[src/rtl/icap_pkg.sv]
package icap_pkg;

  localparam int unsigned MAX_FILT = 16;
  localparam int unsigned FW_W     = $clog2(MAX_FILT + 1);

  typedef enum logic [1:0] {
    EDGE_NONE = 2'b00,
    EDGE_RISE = 2'b01,
    EDGE_FALL = 2'b10,
    EDGE_BOTH = 2'b11
  } edge_mode_e;

  // filter width code to minimum pulse width in clocks
  function automatic logic [FW_W-1:0] filt_width(input logic [2:0] code);
    logic [FW_W-1:0] w;
    case (code)
      3'd0:    w = FW_W'(0);
      3'd1:    w = FW_W'(2);
      3'd2:    w = FW_W'(4);
      3'd3:    w = FW_W'(8);
      default: w = FW_W'(MAX_FILT);
    endcase
    return w;
  endfunction

endpackage

[src/rtl/icap_rst_sync.sv]
module icap_rst_sync #(
  parameter int unsigned STAGES = 2
) (
  input  logic clk,
  input  logic rst_n,
  output logic rst_sn
);

  logic [STAGES-1:0] sh_q;
  logic [STAGES-1:0] sh_d;

  always_comb begin
    sh_d = {sh_q[STAGES-2:0], 1'b1};
  end

  always_ff @(posedge clk or negedge rst_n) begin
    if (!rst_n) sh_q <= '0;
    else        sh_q <= sh_d;
  end

  assign rst_sn = sh_q[STAGES-1];

endmodule

[src/rtl/icap_in_filter.sv]
module icap_in_filter #(
  parameter int unsigned SYNC_STAGES = 2,
  parameter int unsigned CW          = 5
) (
  input  logic          clk,
  input  logic          rst_n,
  input  logic          din,
  input  logic [CW-1:0] width,
  output logic          filt,
  output logic          upd
);

  logic [SYNC_STAGES-1:0] sync_q;
  logic [SYNC_STAGES-1:0] sync_d;
  logic                   sync_lvl;
  logic                   filt_q, filt_d;
  logic [CW-1:0]          cnt_q, cnt_d;
  logic                   done;

  generate
    if (SYNC_STAGES == 1) begin : g_sync1
      always_comb sync_d = din;
    end else begin : g_syncn
      always_comb sync_d = {sync_q[SYNC_STAGES-2:0], din};
    end
  endgenerate

  assign sync_lvl = sync_q[SYNC_STAGES-1];

  always_comb begin
    done   = (width == '0) || (cnt_q == CW'(width - 1'b1));
    filt_d = filt_q;
    cnt_d  = '0;
    upd    = 1'b0;
    if (sync_lvl != filt_q) begin
      if (done) begin
        filt_d = sync_lvl;
        upd    = 1'b1;
      end else begin
        cnt_d  = cnt_q + 1'b1;
      end
    end
  end

  always_ff @(posedge clk or negedge rst_n) begin
    if (!rst_n) begin
      sync_q <= '0;
      filt_q <= 1'b0;
      cnt_q  <= '0;
    end else begin
      sync_q <= sync_d;
      filt_q <= filt_d;
      cnt_q  <= cnt_d;
    end
  end

  assign filt = filt_q;

  AST_FILT_TOWARD_SYNC: assert property (@(posedge clk) disable iff (!rst_n)
    !$stable(filt_q) |-> (filt_q == $past(sync_lvl)));
  AST_FILT_QUIET: assert property (@(posedge clk) disable iff (!rst_n)
    (sync_lvl == filt_q) |=> $stable(filt_q));
  AST_BYPASS_NEXT: assert property (@(posedge clk) disable iff (!rst_n)
    ((width == '0) && (sync_lvl != filt_q)) |=> (filt_q != $past(filt_q)));

endmodule

[src/rtl/icap_timebase.sv]
module icap_timebase #(
  parameter int unsigned CW = 16,
  parameter int unsigned DW = 4
) (
  input  logic          clk,
  input  logic          rst_n,
  input  logic          src_sel,
  input  logic          gtick,
  input  logic [DW-1:0] div,
  input  logic          freeze_en,
  input  logic          dbg_halt,
  output logic [CW-1:0] cnt
);

  logic [DW-1:0] pre_q, pre_d;
  logic [CW-1:0] cnt_q, cnt_d;
  logic          hold, tick, en;

  always_comb begin
    hold  = freeze_en & dbg_halt;
    tick  = src_sel ? gtick : 1'b1;
    en    = tick & ~hold;
    pre_d = pre_q;
    cnt_d = cnt_q;
    if (en) begin
      if (pre_q >= div) begin
        pre_d = '0;
        cnt_d = cnt_q + 1'b1;
      end else begin
        pre_d = pre_q + 1'b1;
      end
    end
  end

  always_ff @(posedge clk or negedge rst_n) begin
    if (!rst_n) begin
      pre_q <= '0;
      cnt_q <= '0;
    end else begin
      pre_q <= pre_d;
      cnt_q <= cnt_d;
    end
  end

  assign cnt = cnt_q;

  AST_STEP_ONE: assert property (@(posedge clk) disable iff (!rst_n)
    !$stable(cnt_q) |-> (cnt_q == CW'($past(cnt_q) + 1'b1)));
  AST_FREEZE_HOLD: assert property (@(posedge clk) disable iff (!rst_n)
    (freeze_en && dbg_halt) |=> ($stable(cnt_q) && $stable(pre_q)));
  AST_GTICK_GATE: assert property (@(posedge clk) disable iff (!rst_n)
    (src_sel && !gtick) |=> $stable(cnt_q));

endmodule

[src/rtl/icap_capture.sv]
module icap_capture #(
  parameter int unsigned CW = 16
) (
  input  logic          clk,
  input  logic          rst_n,
  input  logic          filt,
  input  logic          upd,
  input  logic [1:0]    edge_sel,
  input  logic [CW-1:0] tb,
  input  logic          clr,
  output logic [CW-1:0] cap,
  output logic          flag
);
  import icap_pkg::*;

  edge_mode_e    mode;
  logic          rise_ok, fall_ok, hit;
  logic [CW-1:0] cap_q, cap_d;
  logic          flag_q, flag_d;

  always_comb begin
    mode    = edge_mode_e'(edge_sel);
    rise_ok = (mode == EDGE_RISE) || (mode == EDGE_BOTH);
    fall_ok = (mode == EDGE_FALL) || (mode == EDGE_BOTH);
    hit     = upd & ((~filt & rise_ok) | (filt & fall_ok));
    cap_d   = hit ? tb : cap_q;
    if (hit)      flag_d = 1'b1;
    else if (clr) flag_d = 1'b0;
    else          flag_d = flag_q;
  end

  always_ff @(posedge clk or negedge rst_n) begin
    if (!rst_n) begin
      cap_q  <= '0;
      flag_q <= 1'b0;
    end else begin
      cap_q  <= cap_d;
      flag_q <= flag_d;
    end
  end

  assign cap  = cap_q;
  assign flag = flag_q;

  AST_CAP_SETS_FLAG: assert property (@(posedge clk) disable iff (!rst_n)
    !$stable(cap_q) |-> flag_q);
  AST_CLR_DROPS: assert property (@(posedge clk) disable iff (!rst_n)
    (clr && !hit) |=> !flag_q);
  AST_HIT_WINS: assert property (@(posedge clk) disable iff (!rst_n)
    hit |=> flag_q);
  AST_NONE_NO_CAP: assert property (@(posedge clk) disable iff (!rst_n)
    (edge_sel == 2'b00) |=> $stable(cap_q));

endmodule

[src/rtl/icap_channel.sv]
module icap_channel #(
  parameter int unsigned CNT_W       = 16,
  parameter int unsigned DIV_W       = 4,
  parameter int unsigned SYNC_STAGES = 2
) (
  input  logic             clk,
  input  logic             rst_n,
  input  logic             evt_in,
  input  logic [2:0]       filt_sel,
  input  logic [1:0]       edge_sel,
  input  logic [DIV_W-1:0] div_sel,
  input  logic             src_sel,
  input  logic             gtick,
  input  logic             freeze_en,
  input  logic             dbg_halt,
  input  logic             flag_clr,
  output logic [CNT_W-1:0] cap_val,
  output logic             cap_flag,
  output logic [CNT_W-1:0] cnt_val
);
  import icap_pkg::*;

  localparam int unsigned FCW = FW_W;

  logic           rst_sn;
  logic [FCW-1:0] width;
  logic           filt, upd;
  logic [CNT_W-1:0] tb;

  assign width = filt_width(filt_sel);

  icap_rst_sync #(.STAGES(2)) u_rst (
    .clk(clk), .rst_n(rst_n), .rst_sn(rst_sn)
  );

  icap_in_filter #(.SYNC_STAGES(SYNC_STAGES), .CW(FCW)) u_filt (
    .clk(clk), .rst_n(rst_sn), .din(evt_in), .width(width),
    .filt(filt), .upd(upd)
  );

  icap_timebase #(.CW(CNT_W), .DW(DIV_W)) u_tb (
    .clk(clk), .rst_n(rst_sn), .src_sel(src_sel), .gtick(gtick),
    .div(div_sel), .freeze_en(freeze_en), .dbg_halt(dbg_halt), .cnt(tb)
  );

  icap_capture #(.CW(CNT_W)) u_cap (
    .clk(clk), .rst_n(rst_sn), .filt(filt), .upd(upd), .edge_sel(edge_sel),
    .tb(tb), .clr(flag_clr), .cap(cap_val), .flag(cap_flag)
  );

  assign cnt_val = tb;

endmodule

[config.mk]
export PLATFORM = sky130hd
export DESIGN_NAME = icap_channel
export DESIGN_NICKNAME = d
export VERILOG_FILES = /design/src/rtl/icap_pkg.sv /design/src/rtl/icap_rst_sync.sv /design/src/rtl/icap_in_filter.sv /design/src/rtl/icap_timebase.sv /design/src/rtl/icap_capture.sv /design/src/rtl/icap_channel.sv
export SDC_FILE = /design/constraint.sdc
export NUM_CORES = 1
export LEC_CHECK = 0
export ABC_AREA = 0
export CORE_MARGIN = 1.5
export CORE_UTILIZATION = 43
export DETAILED_ROUTE_END_ITERATION = 10
export GPL_TIMING_DRIVEN = 0
export PLACE_DENSITY = 0.79
export SETUP_SLACK_MARGIN = 0.15
export SLEW_MARGIN = 25
export SYNTH_ARGS = -nofsm -noshare
export SYNTH_HDL_FRONTEND = slang
export SYNTH_SLANG_ARGS = --single-unit
[constraint.sdc]
create_clock -name clk -period 2.61 [get_ports clk]
set_clock_uncertainty 0.15 [all_clocks]
set_input_delay 0.6525 -clock clk [delete_from_list [all_inputs] [get_ports clk]]
set_output_delay 0.6525 -clock clk [all_outputs]
set_load 0.05 [all_outputs]
==> metrics.txt <==
post-synthesis adder-cell area fraction 4.60%; CP Max Fanout 6; vias in the first global route 1425; most frequent cell after synthesis dfrtp_1; initial antenna violation count 0; Residual DRC 0; PD cells 750 nW/um^2; Max-slew headroom 65.5%; I/O pins 50; P&R area growth vs syn 40.6%; # setup viols final 0; Post-DP HPWL 2930 um; CP Capture Type register; Post-synth EDFFs 0; setup TNS 0 ns; dominant synthesized flop cell dfrtp_1; DP Worst Slack -0.797 ns; setup ws final 0.167 ns; die area 5500 um^2; clock sink total 47; core area 4790 um^2; post-synth top area cell dfrtp_1; syn_area_per_cell 12.4 um^2; GRT Util Overall 16.6%; min-delay worst type register to asynchronous set/reset pin; Syn Inst Count 175; Synth area leaders dfrtp_1, xnor2_1, mux2_4; post-synthesis sequential area ratio 54.0%; critical path type primary input to register; clock buffer depth 2; final net count 263; worst reg2reg path endpoint u_tb.pre_q[0]$_DFFE_PN0P_; crit start category primary input; Leak 1.44 nW; DR pass1 iterations 4; crit path DAT 2.47 ns; crit share post-route 93.6%; Netlist Area Pre-Place 2180 um^2; Final ANT Viol Nets 0; Overflow after GRT 0; Inserted Diodes 0; post-synthesis compound-gate area fraction 5.51%; max_cap viols 0; Worst-path clk slew 0.09 ns; IO Port Bufs 49; XOR/XNOR share of the synthesized area 9.65%; Max Slew Vio Count 0; CP Data Required Time 2.64 ns; Die Y-Extent 74.2 um; CTS tree done; RSZ-0062 raised after global routing yes; worst flop-to-flop path startpoint u_tb.pre_q[0]$_DFFE_PN0P_; Post-synth top cells dfrtp_1, xnor2_1, nor2_1; final WL 4240 um; Synth Area in Simple Gates 13.0%; final hold viol count 0; synthesized net count 200; fmax 0.409 GHz; largest family of logic cells by synthesized area simple AND/OR/NAND/NOR gates; post-synth top area share 54.0%; DR WL/cell 13.9 um; Worst VDD drop 0.000838 V; first-pass GRT wire length 6810 um; Initial Utilization 45.5%; post-synthesis register bit count 47; status finished, final reports clean; mux share of post-synthesis cell area 10.9%; Tmin final 2.44 ns; post-route insts no fill 306; GP Congestion 0.743; H-tree depth 2; Distinct cells, synth 33; Fin Hold WS 0.0772 ns; cts hold-fix bufs 0; via/cell ratio 5.02; later-pin clock latency in the skew report 0.30 ns; pin count of the biggest net entering global routing 26; Least-Margin Pin Slew 0.515 ns; Die W 74.2 um; DR iter-0 viols 74; fraction of registers with async set/reset 100%; Num CTS Buffers 5; Placed Cells 292; vias 1537; Syn. warnings 0; share of cells above drive strength 1 20.9%; Reg2Reg Setup Slack 0.45 ns; Rows 25; PnR Total Power 0.00230 W; clock root cell clkbuf_8; reg2reg path depth 7
==> routing by layer <==
layer	routed length (um)	part of all wire, %	up-vias	track usage, %
li1	-	-	735	-
met1	1970	47	755	22.3
met2	2020	48	41	26.1
met3	164	3.9	6	3.93
met4	81	1.9	0	6.17
met5	0	0	-	0
==> cell type report <==
cell class                 instances  area (um^2)
clock buffer                       5         68.8
fill                             383         1720
multi-input combinational        117         1030
inverter                           9         33.8
buffer                             2         26.3
timing repair buffer              56          592
sequential                        47         1180
clock inverter                     3         47.5
tap                               67         83.8
==> state kept, by name, indices dropped and copies added, names as in the netlist <==
register       cells
u_cap.cap         16
u_cap.flag         1
u_filt.cnt_q       5
u_filt.filt        1
u_filt.sync_q      2
u_rst.sh_q         2
u_tb.cnt          16
u_tb.pre_q         4
==> critical path: stages <==
cell	delay, ns
buf_6	0.10
or3b_4	0.40
ha_4	0.22
xor2_1	0.13
and2_4	0.15
a41oi_4	0.32
buf_6	0.18
mux2_2	0.33
==> how the worst max path moves through the flow <==
stage,startpoint,end,slack [ns],depth (start not counted)
2_1_floorplan,filt_sel[2],u_cap.cap[10]$_DFFE_PN0P_,-0.03,7
3_3_place_gp,filt_sel[1],u_cap.cap[11]$_DFFE_PN0P_,-0.75,8
3_5_place_dp,filt_sel[1],u_cap.cap[11]$_DFFE_PN0P_,-0.80,8
4_1_cts,filt_sel[0],u_cap.cap[3]$_DFFE_PN0P_,0.14,8
5_1_grt,filt_sel[0],u_cap.cap[2]$_DFFE_PN0P_,0.13,8
6_report,filt_sel[0],u_cap.cap[3]$_DFFE_PN0P_,0.17,8
==> through the flow <==
stage	cell area (um^2)	utilization, %
detailed placement	2800	58.5
global route	3060	64.0
CTS	3010	63.0
finish	3060	64.0
floorplan	2200	-
global placement	2770	57.9
==> power breakdown <==
part	internal, W	switching, W	total, W
sequential	0.000833	0.000121	0.000954
combinational	0.000345	0.000460	0.000805
clock	0.000290	0.000249	0.000539
==> logic make-up after synthesis <==
family | Yosys count
adders and majority gates | 8
muxes | 18
and+or+nand+nor | 52
buffers and inverters | 11
other | 1
AOI/OAI and AO/OA | 14
DFF | 47
xor gates and xnor gates | 24
==> layout by cell type, fill, tap and decap left out, drive strengths merged, types with 2 or more instances in the layout <==
master / Yosys / layout
dfrtp: 47 / 47
clkdlybuf4s50: 0 / 43
mux2: 18 / 18
xnor2: 17 / 17
buf: 1 / 12
nor2: 11 / 11
inv: 9 / 10
nand2: 9 / 9
nand3: 8 / 8
ha: 8 / 8
xor2: 7 / 7
nand4: 6 / 6
clkbuf: 1 / 5
o21ai: 5 / 5
o21a: 3 / 3
and3: 3 / 3
nor2b: 3 / 3
dlymetal6s2s: 0 / 3
and2: 3 / 3
nand3b: 2 / 2
and4: 2 / 2
==> repair_timing <==
item / 4_1_cts / 5_1_grt
endpoints found under the setup margin: 40 / 29
gates cloned: 1 / 0
pin swaps: 5 / 5
setup buffers: 4 / 1
gates resized for setup: 23 / 15
(Power assumes the default switching activity.)
